### config.mk
export PLATFORM = sky130hd
export DESIGN_NAME = recip_pipe
export DESIGN_NICKNAME = d
export VERILOG_FILES = /design/src/rtl/recip_pkg.sv /design/src/rtl/recip_dly.sv /design/src/rtl/recip_step.sv /design/src/rtl/recip_sat.sv /design/src/rtl/recip_pipe.sv
export SDC_FILE = /design/constraint.sdc
export NUM_CORES = 1
export LEC_CHECK = 0
export BUFFER_PORTS_ARGS = -buffer_cell sky130_fd_sc_hd__buf_2
export CORE_ASPECT_RATIO = 1.2
export CORE_MARGIN = 1
export CORE_UTILIZATION = 42
export DETAILED_ROUTE_END_ITERATION = 6
export GPL_TIMING_DRIVEN = 0
export PLACE_DENSITY = 0.57
export SLEW_MARGIN = 10
export SYNTH_ARGS = -nofsm -noshare
export SYNTH_HDL_FRONTEND = slang
export SYNTH_SLANG_ARGS = --single-unit
export TNS_END_PERCENT = 30
### constraint.sdc
create_clock -name clk -period 4.3 [get_ports clk]
set_input_delay 0.215 -clock clk [delete_from_list [all_inputs] [get_ports clk]]
set_output_delay 0.215 -clock clk [all_outputs]
set_load 0.01 [all_outputs]
### src/rtl/recip_pkg.sv
package recip_pkg;

   typedef enum logic [1:0] {
      LAT_MAX  = 2'd0,
      LAT_MIN  = 2'd1,
      LAT_PER  = 2'd2,
      LAT_ZERO = 2'd3
   } lat_mode_e;

   function automatic int frac_span(input int ifl, input int ofl);
      int s;
      s = ifl + ofl;
      return (s < 0) ? -s : s;
   endfunction

   // number of quotient steps derived from both formats
   function automatic int step_count(input int iw, input int ifl, input int ow,
                                     input int ofl, input bit sg);
      int s;
      int w;
      s = frac_span(ifl, ofl);
      w = (ow >= iw) ? ow : iw;
      if (s < w) return (s + 1 == w) ? w + 1 : w;
      return sg ? s + 2 : s + 1;
   endfunction

   function automatic int group_size(input lat_mode_e m, input int k, input int n);
      case (m)
         LAT_MAX: return 1;
         LAT_MIN: return 3;
         LAT_PER: return k;
         default: return n + 1;
      endcase
   endfunction

   function automatic int edge_depth(input lat_mode_e m);
      case (m)
         LAT_MAX:  return 2;
         LAT_ZERO: return 0;
         default:  return 1;
      endcase
   endfunction

   function automatic bit reg_after(input lat_mode_e m, input int k, input int n, input int j);
      if (m == LAT_ZERO) return 1'b0;
      return ((j % k) == 0) || ((m == LAT_MIN) && (j == n));
   endfunction

   function automatic int stage_regs(input lat_mode_e m, input int k, input int n);
      int c;
      c = 0;
      for (int j = 1; j <= n; j++) if (reg_after(m, k, n, j)) c++;
      return c;
   endfunction

   function automatic int latency(input lat_mode_e m, input int n, input int k);
      case (m)
         LAT_MAX: return n + 4;
         LAT_MIN: return 2 + (n + 2) / 3;
         LAT_PER: return 2 + n / k;
         default: return 0;
      endcase
   endfunction

endpackage

### src/rtl/recip_dly.sv
module recip_dly #(
   parameter int W     = 8,
   parameter int DEPTH = 1
) (
   input  logic         clk,
   input  logic         rst,
   input  logic         vld_i,
   input  logic [W-1:0] dat_i,
   output logic         vld_o,
   output logic [W-1:0] dat_o
);
   if (DEPTH == 0) begin : g_thru
      assign vld_o = vld_i;
      assign dat_o = dat_i;
   end else begin : g_pipe
      logic [DEPTH-1:0] v_sr;
      logic [W-1:0]     d_sr [DEPTH];

      always_ff @(posedge clk) begin
         if (rst) v_sr <= '0;
         else begin
            v_sr[0] <= vld_i;
            for (int i = 1; i < DEPTH; i++) v_sr[i] <= v_sr[i-1];
         end
         d_sr[0] <= dat_i;
         for (int i = 1; i < DEPTH; i++) d_sr[i] <= d_sr[i-1];
      end

      assign vld_o = v_sr[DEPTH-1];
      assign dat_o = d_sr[DEPTH-1];
   end
endmodule

### src/rtl/recip_step.sv
module recip_step #(
   parameter int MW   = 8,
   parameter int QW   = 8,
   parameter int QBIT = 0,
   parameter bit DBIT = 1'b0
) (
   input  logic [MW-1:0] mag,
   input  logic [MW-1:0] rem_i,
   input  logic [QW-1:0] quo_i,
   output logic [MW-1:0] rem_o,
   output logic [QW-1:0] quo_o
);
   logic [MW:0] trial;
   logic        take;

   assign trial = {rem_i, DBIT};
   assign take  = trial >= {1'b0, mag};
   assign rem_o = take ? MW'(trial - {1'b0, mag}) : trial[MW-1:0];

   always_comb begin
      quo_o       = quo_i;
      quo_o[QBIT] = take;
   end
endmodule

### src/rtl/recip_sat.sv
module recip_sat #(
   parameter int QW = 10,
   parameter int OW = 8,
   parameter bit SG = 1'b1
) (
   input  logic          neg,
   input  logic [QW-1:0] quo,
   output logic [OW-1:0] res
);
   localparam logic [QW-1:0] LIM_P = QW'((64'd1 << (SG ? OW - 1 : OW)) - 64'd1);
   localparam logic [QW-1:0] LIM_N = QW'(64'd1 << (OW - 1));

   logic [QW-1:0] sel;

   always_comb begin
      if (neg) sel = (quo > LIM_N) ? LIM_N : quo;
      else     sel = (quo > LIM_P) ? LIM_P : quo;
      res = neg ? OW'(~sel + 1'b1) : OW'(sel);
   end
endmodule

### src/rtl/recip_pipe.sv
module recip_pipe
   import recip_pkg::*;
#(
   parameter int        IN_WL          = 8,
   parameter int        IN_FL          = 4,
   parameter int        OUT_WL         = 10,
   parameter int        OUT_FL         = 4,
   parameter bit        IS_SIGNED      = 1'b1,
   parameter lat_mode_e MODE           = LAT_MAX,
   parameter int        ITER_PER_STAGE = 2
) (
   input  logic              clk,
   input  logic              rst,
   input  logic              in_vld,
   input  logic [IN_WL-1:0]  in_x,
   output logic              out_vld,
   output logic [OUT_WL-1:0] out_y
);
   localparam int S    = frac_span(IN_FL, OUT_FL);
   localparam int N    = step_count(IN_WL, IN_FL, OUT_WL, OUT_FL, IS_SIGNED);
   localparam int K    = group_size(MODE, ITER_PER_STAGE, N);
   localparam int EDGE = edge_depth(MODE);
   localparam int LAT  = latency(MODE, N, ITER_PER_STAGE);

   if (IN_WL < 2 || OUT_WL < 2) begin : g_bad_width
      $error("recip_pipe: word lengths must be at least 2");
   end
   if (ITER_PER_STAGE < 1) begin : g_bad_k
      $error("recip_pipe: ITER_PER_STAGE must be positive");
   end
   if (IN_FL + OUT_FL < 0) begin : g_bad_frac
      $error("recip_pipe: fraction lengths must not sum below zero");
   end
   if (N > 62) begin : g_bad_n
      $error("recip_pipe: step count too large");
   end
   if (2 * EDGE + stage_regs(MODE, K, N) != LAT) begin : g_bad_lat
      $error("recip_pipe: register placement disagrees with latency formula");
   end

   // entry delay
   logic             pv;
   logic [IN_WL-1:0] px;

   recip_dly #(.W(IN_WL), .DEPTH(EDGE)) u_pre (
      .clk(clk), .rst(rst), .vld_i(in_vld), .dat_i(in_x),
      .vld_o(pv), .dat_o(px)
   );

   // sign removal
   logic             neg0;
   logic [IN_WL-1:0] mag0;
   assign neg0 = IS_SIGNED && px[IN_WL-1];
   assign mag0 = neg0 ? (~px + 1'b1) : px;

   logic             st_v [0:N];
   logic             st_n [0:N];
   logic [IN_WL-1:0] st_m [0:N];
   logic [IN_WL-1:0] st_r [0:N];
   logic [N-1:0]     st_q [0:N];

   assign st_v[0] = pv;
   assign st_n[0] = neg0;
   assign st_m[0] = mag0;
   assign st_r[0] = '0;
   assign st_q[0] = '0;

   for (genvar j = 1; j <= N; j++) begin : g_it
      logic [IN_WL-1:0] r_nx;
      logic [N-1:0]     q_nx;
      logic             v_o;
      logic             n_o;
      logic [IN_WL-1:0] m_o;
      logic [IN_WL-1:0] r_o;
      logic [N-1:0]     q_o;

      recip_step #(
         .MW(IN_WL), .QW(N), .QBIT(N - j), .DBIT((N - j) == S)
      ) u_step (
         .mag(st_m[j-1]), .rem_i(st_r[j-1]), .quo_i(st_q[j-1]),
         .rem_o(r_nx), .quo_o(q_nx)
      );

      if (reg_after(MODE, K, N, j)) begin : g_reg
         always_ff @(posedge clk) begin
            if (rst) v_o <= 1'b0;
            else     v_o <= st_v[j-1];
            n_o <= st_n[j-1];
            m_o <= st_m[j-1];
            r_o <= r_nx;
            q_o <= q_nx;
         end
      end else begin : g_wire
         assign v_o = st_v[j-1];
         assign n_o = st_n[j-1];
         assign m_o = st_m[j-1];
         assign r_o = r_nx;
         assign q_o = q_nx;
      end

      assign st_v[j] = v_o;
      assign st_n[j] = n_o;
      assign st_m[j] = m_o;
      assign st_r[j] = r_o;
      assign st_q[j] = q_o;
   end

   // sign restore and clamp
   logic [OUT_WL-1:0] y_raw;

   recip_sat #(.QW(N), .OW(OUT_WL), .SG(IS_SIGNED)) u_sat (
      .neg(st_n[N]), .quo(st_q[N]), .res(y_raw)
   );

   recip_dly #(.W(OUT_WL), .DEPTH(EDGE)) u_post (
      .clk(clk), .rst(rst), .vld_i(st_v[N]), .dat_i(y_raw),
      .vld_o(out_vld), .dat_o(out_y)
   );
endmodule

Yosys cells after proc, flatten, opt, wreduce, memory -nomap -nowiden
Memory sizes are Yosys's and may differ from the RTL's.
Cells that the tools add are included.
{ "word_totals": {"reg_bits": 223, "ram_bits": 36, "input_bits": 11, "word_cells": 98, "n_memories": 2} }
{ "memory_table": {"columns": ["memory", "depth", "word_bits", "rd", "rd_ports_with_merged_regs", "write_ports", "line_no", "source"], "rows": [
  ["u_post.g_pipe.d_sr", 2, 10, 2, 0, 2, "recip_dly.sv:17", "logic [W-1:0] d_sr [DEPTH];"],
  ["u_pre.g_pipe.d_sr", 2, 8, 2, 0, 2, "recip_dly.sv:17", null]
]} }
{ "classes": {"add_sub_neg": 11, "magnitude_cmp": 12, "muxes": 13, "bitwise_logic": 2} }
{ "ops": {"columns": ["op", "count"], "rows": [
  ["9-bit by 8-bit >= comparator with 1-bit output", 9],
  ["8-bit 2-to-1 mux", 9],
  ["8-bit subtractor", 8],
  ["10-bit 2-to-1 mux", 4],
  ["10-bit by 1-bit adder with 10-bit output, second input constant", 1],
  ["10-bit greater-than comparator, second input constant", 1],
  ["10-bit by 9-bit greater-than comparator with 1-bit output, second input constant", 1],
  ["10-bit NOT", 1],
  ["8-bit by 1-bit adder with 8-bit output, second input constant", 1],
  ["1-bit by 8-bit >= comparator with 1-bit output, first input constant", 1],
  ["8-bit NOT", 1],
  ["1-bit by 8-bit subtractor with 8-bit output, first input constant", 1]
]} }

Depth between registers and ports, before layout
{ "logic_depth": {"ltp_word": 6, "ltp_mapped": 10} }

Hierarchy
From an unflattened synthesis, not the netlist that was laid out.
{ "hier_totals": {"hier_cells": 1206, "hier_area_um2": 12884.9} }
{ "by_module_without_submodules": {"columns": ["mod", "n_inst", "cells_each", "area_each_um2", "seq_area_each_um2"], "rows": [
  ["recip_pipe", 1, 295, 5490.3, 5285.1],
  ["recip_step (g_it[10].u_step ...)", 8, 81, 630.6, 0.0],
  ["recip_step (g_it[2].u_step)", 1, 74, 563.0, 0.0],
  ["recip_step (g_it[5].u_step)", 1, 75, 533.0, 0.0],
  ["recip_dly (u_post)", 1, 34, 528.0, 440.4],
  ["recip_dly (u_pre)", 1, 28, 432.9, 360.3],
  ["recip_sat", 1, 52, 292.8, 0.0]
]} }

Least setup slack after synthesis
Ideal clock, no wire load.
{ "synth_path": {"path_type": "register to register", "start": "reg g_it[1].r_o[0]", "end": "reg g_it[2].r_o[4]", "setup_ps": 123, "arrival_ps": 1996, "required_time_ps": 4177, "setup_slack_ps": 2181, "stages_incl_launch_ff": 10, "n_path_buf": 1, "synth_period_minus_slack_ps": 2119, "cell_sequence": "dfxtp_1 inv_1 ha_1 fa_1 nor2b_1 o31ai_4 a21oi_2 or2_1 buf_6 mux2_1"} }
{ "synth_between": {"elab_chain_cells": 2, "word_cells_on_any_way": 3, "cone_classes": "add/sub: 1; order compare: 1; mux: 1"} }
{ "synth_rtl": {"columns": ["element", "line_no", "source"], "rows": [
  ["start: declaration", "recip_pipe.sv:74", "logic [IN_WL-1:0] r_o;"],
  ["start signal: assignment", "recip_pipe.sv:90", "r_o <= r_nx;"],
  ["9-bit by 8-bit >= comparator with 1-bit output", "recip_step.sv:17", "assign take = trial >= {1'b0, mag};"],
  ["net g_it[2].u_step.take", "recip_step.sv:14", "logic take;"],
  ["8-bit 2-to-1 mux", "recip_step.sv:18", "assign rem_o = take ? MW'(trial - {1'b0, mag}) : trial[MW-1:0];"],
  ["net g_it[2].r_nx[4]", "recip_pipe.sv:69", "logic [IN_WL-1:0] r_nx;"],
  ["end signal: assignment", "recip_pipe.sv:90", null],
  ["end: declaration", "recip_pipe.sv:74", null]
]} }
The timed path passes the listed nets, and every way through them passes these cells.
A chain may end at the register's enable or synchronous reset.

Final worst setup path
{ "layout_path": {"start": "reg g_it[1].m_o[1]", "end": "reg g_it[2].r_o[4]"} }
{ "layout_between": {"elab_chain_cells": 2, "word_cells_on_any_way": 3, "cone_classes": "add/sub: 1; order compare: 1; mux: 1"} }
{ "layout_rtl": {"columns": ["element", "line_no", "source"], "rows": [
  ["start: declaration", "recip_pipe.sv:73", "logic [IN_WL-1:0] m_o;"],
  ["start signal: assignment", "recip_pipe.sv:89", "m_o <= st_m[j-1];"],
  ["9-bit by 8-bit >= comparator with 1-bit output", "recip_step.sv:17", null],
  ["net g_it[2].u_step.take", "recip_step.sv:14", null],
  ["8-bit 2-to-1 mux", "recip_step.sv:18", null],
  ["net g_it[2].r_nx[4]", "recip_pipe.sv:69", null]
]} }
The timed path passes the listed nets, and every way through them passes these cells.

==> impl_metrics.env <==
export IMPL_p_leak_nw=4.94
export IMPL_crit_fanout=8
export IMPL_io_pins=22
export IMPL_place_congestion=0.818
export IMPL_fp_coreArea_mm2=0.0232
export IMPL_wire_per_inst_um=12.0
export IMPL_grt_setup_unrepaired="false"
export IMPL_min_period_over_period=0.549
export IMPL_netlist_instances=934
export IMPL_fp_row_count=61
export IMPL_synth_common_cells="259 x dfxtp_1, 101 x inv_1, 73 x ha_1"
export IMPL_synth_edf_count=0
export IMPL_yosysTopAreaCell="dfxtp_1"
export IMPL_cp_data_required_time_ns=4.70
export IMPL_drtIter0Drc=154
export IMPL_yosysSeqAreaShare=0.520
export IMPL_grt_overflow=0
export IMPL_ys_types=58
export IMPL_crit_path_start_kind="flip-flop"
export IMPL_wl_um=16000
export IMPL_synth_top_flop_cell="dfxtp_1"
export IMPL_fp_dieH_um=171
export IMPL_min_path_cells=0
export IMPL_status="complete, no violations"
export IMPL_fin_nets=1087
export IMPL_clk_latency_ns=0.52
export IMPL_cts_root_buf="clkbuf_16"
export IMPL_max_freq_ghz=0.424
export IMPL_track_usage=0.138
export IMPL_yosys_register_bits=259
export IMPL_end_kind="flip-flop"
export IMPL_diodes=0
export IMPL_clk_pin_slew_worst_paths_ns=0.06
export IMPL_antenna_found_initial=0
export IMPL_synthesis_area_mm2=0.00997
export IMPL_yosysWarnings=0
export IMPL_post_cts_resized=0
export IMPL_relSlewSlack=0.644
export IMPL_io_buffers=21
export IMPL_cts_sinks=259
export IMPL_cts_tree="yes"
export IMPL_reg2regPathDepth=8
export IMPL_die_w_um=143
export IMPL_hpwl_um=12100
export IMPL_antenna_left=0
export IMPL_hp_class="reg2reg"
export IMPL_clockBufferDepth=3
export IMPL_critPathLaunch="g_it[1].m_o[1]"
export IMPL_place_area_mm2=0.0105
export IMPL_grt_pass1_wl_um=27300
export IMPL_dieArea_mm2=0.0244
export IMPL_setup_viol=0
export IMPL_stdcell_area_mm2=0.0114
export IMPL_dpl_worst_slack_ns=1.92
export IMPL_drc=0
export IMPL_slew_violations=0
export IMPL_synth_top_area_frac=0.520
export IMPL_syn_area_per_cell_um2=10.7
export IMPL_r2r_start="g_it[1].m_o[1]"
export IMPL_via_per_inst=4.72
export IMPL_drt_pass1_iterations=6
export IMPL_maxCapViolCount=0
export IMPL_drive_gt1_frac=0.119
export IMPL_start_util=0.430
export IMPL_worst_pin_slew_ns=0.530
export IMPL_synth_most_common_cell="dfxtp_1"
export IMPL_fin_skew_ns=0.0150
export IMPL_area_growth_pct=14.6
export IMPL_numCtsBuffers=26
export IMPL_tns_ns=0
export IMPL_grt_pass1_vias=6073
export IMPL_worstPathArrival_ns=2.77
export IMPL_vias=6265
export IMPL_cts_max_level=1
export IMPL_pwr_density_cell_mw_per_mm2=727
export IMPL_hold_viol_final=0
export IMPL_cts_setup_buffers=0
export IMPL_crit_type="reg2reg"
export IMPL_async_reset_ff_frac=0
export IMPL_period_needed_ns=2.36
export IMPL_vdd_drop_max_v=0.000315
export IMPL_synth_area_leaders="dfxtp_1 52%, ha_1 9.2%, inv_1 3.8%"
export IMPL_grt_max_degree=15
export IMPL_worstHoldStart="u_post.g_pipe.d_sr[0][3]"
export IMPL_layout_setup_ws_ns=1.94
routing by layer:
metal	vias up	global-route usage	share of wire
met5	-	0	0
met4	0	0.0496	0.022
met3	26	0.0246	0.033
met2	66	0.267	0.53
met1	2866	0.147	0.41
li1	3307	-	-
cell usage in the layout (no fill, tap or decap), types with 9 or more instances in the layout:
| cell type | n |
|---|---|
| dfxtp_1 | 259 |
| inv_1 | 101 |
| ha_1 | 73 |
| nor2_1 | 53 |
| o21ai_0 | 41 |
| o21a_1 | 40 |
| nor2b_1 | 38 |
| a21oi_1 | 32 |
| buf_2 | 31 |
| xnor2_1 | 26 |
| clkbuf_16 | 26 |
| nand3_1 | 22 |
| nand2_1 | 19 |
| mux2i_1 | 18 |
| mux2_2 | 18 |
| nor3_1 | 17 |
| mux2_1 | 15 |
| clkbuf_1 | 13 |
| buf_4 | 11 |
| nor4_1 | 11 |
| nand4_1 | 10 |
| dlygate4sd3_1 | 10 |
| and2_1 | 9 |
worst max-delay path: stages, from the launching register on:
cell and delay (ns):
dfxtp_1 0.35, ha_1 0.24, fa_1 0.41, nor2b_1 0.25, o31ai_4 0.10, a21oi_2 0.29
or2_1 0.16, buf_6 0.14, mux2_1 0.31
power by group:
part	total (mW)	internal, mW	switching [mW]
clock	2.18	1.32	0.860
combinational	2.90	1.45	1.45
sequential	3.22	2.99	0.235
total	8.30	5.76	2.54
metrics by stage:
stage / hold WS, ns / std cells / util / total power, mW
6_report: 0.320 / 1328 / 0.492 / 8.30
4_1_cts: 0.297 / 1328 / 0.492 / 8.44
2_1_floorplan: 0.243 / 936 / - / 5.57
3_5_place_dp: 0.312 / 1272 / 0.451 / 6.19
5_1_grt: 0.314 / 1328 / 0.492 / 8.94
3_3_place_gp: 0.310 / 1272 / 0.451 / 6.15
cells by family after synthesis:
kind of cell    count (synthesis)  share of synthesized area
mux                            52                     0.0569
simple gates                  207                      0.112
flops                         259                      0.520
xor+xnor                       28                     0.0246
other cells                     1                   0.000376
compound gates                174                      0.122
fa+ha+maj                      81                      0.108
buf+inv                       132                     0.0564
sequential cells by signal, indices dropped and copies added, names as in the netlist:
signal,count
g_it.n_o,10
u_post.g_pipe.v_sr,2
u_pre.g_pipe.v_sr,2
g_it.m_o,72
g_it.q_o,55
u_post.g_pipe.d_sr,20
u_pre.g_pipe.d_sr,16
g_it.r_o,72
g_it.v_o,10
area by class of cell:
cell class | count | area (µm²)
multi-input cells | 545 | 4230
well taps | 315 | 394
plain buffers | 31 | 183
clock buffers | 39 | 749
fillers | 2151 | 11800
repair buffers | 31 | 205
clock inverters | 7 | 100
inverters | 101 | 379
flip-flops and latches | 259 | 5180
path summary, 6_finish.rpt:
path	to	slack [ns]
min reg2reg	u_post.g_pipe.d_sr[0][13]	0.32
min	u_post.g_pipe.d_sr[0][13]	0.32
max	g_it[2].r_o[4]	1.94
max reg2reg	g_it[2].r_o[4]	1.94
repair_timing:
item	in CTS	in global routing
setup endpoints to repair	0	0
hold endpoints to repair	13	0
hold buffers	10	0
No activity file was read; power rests on OpenSTA's default activity.
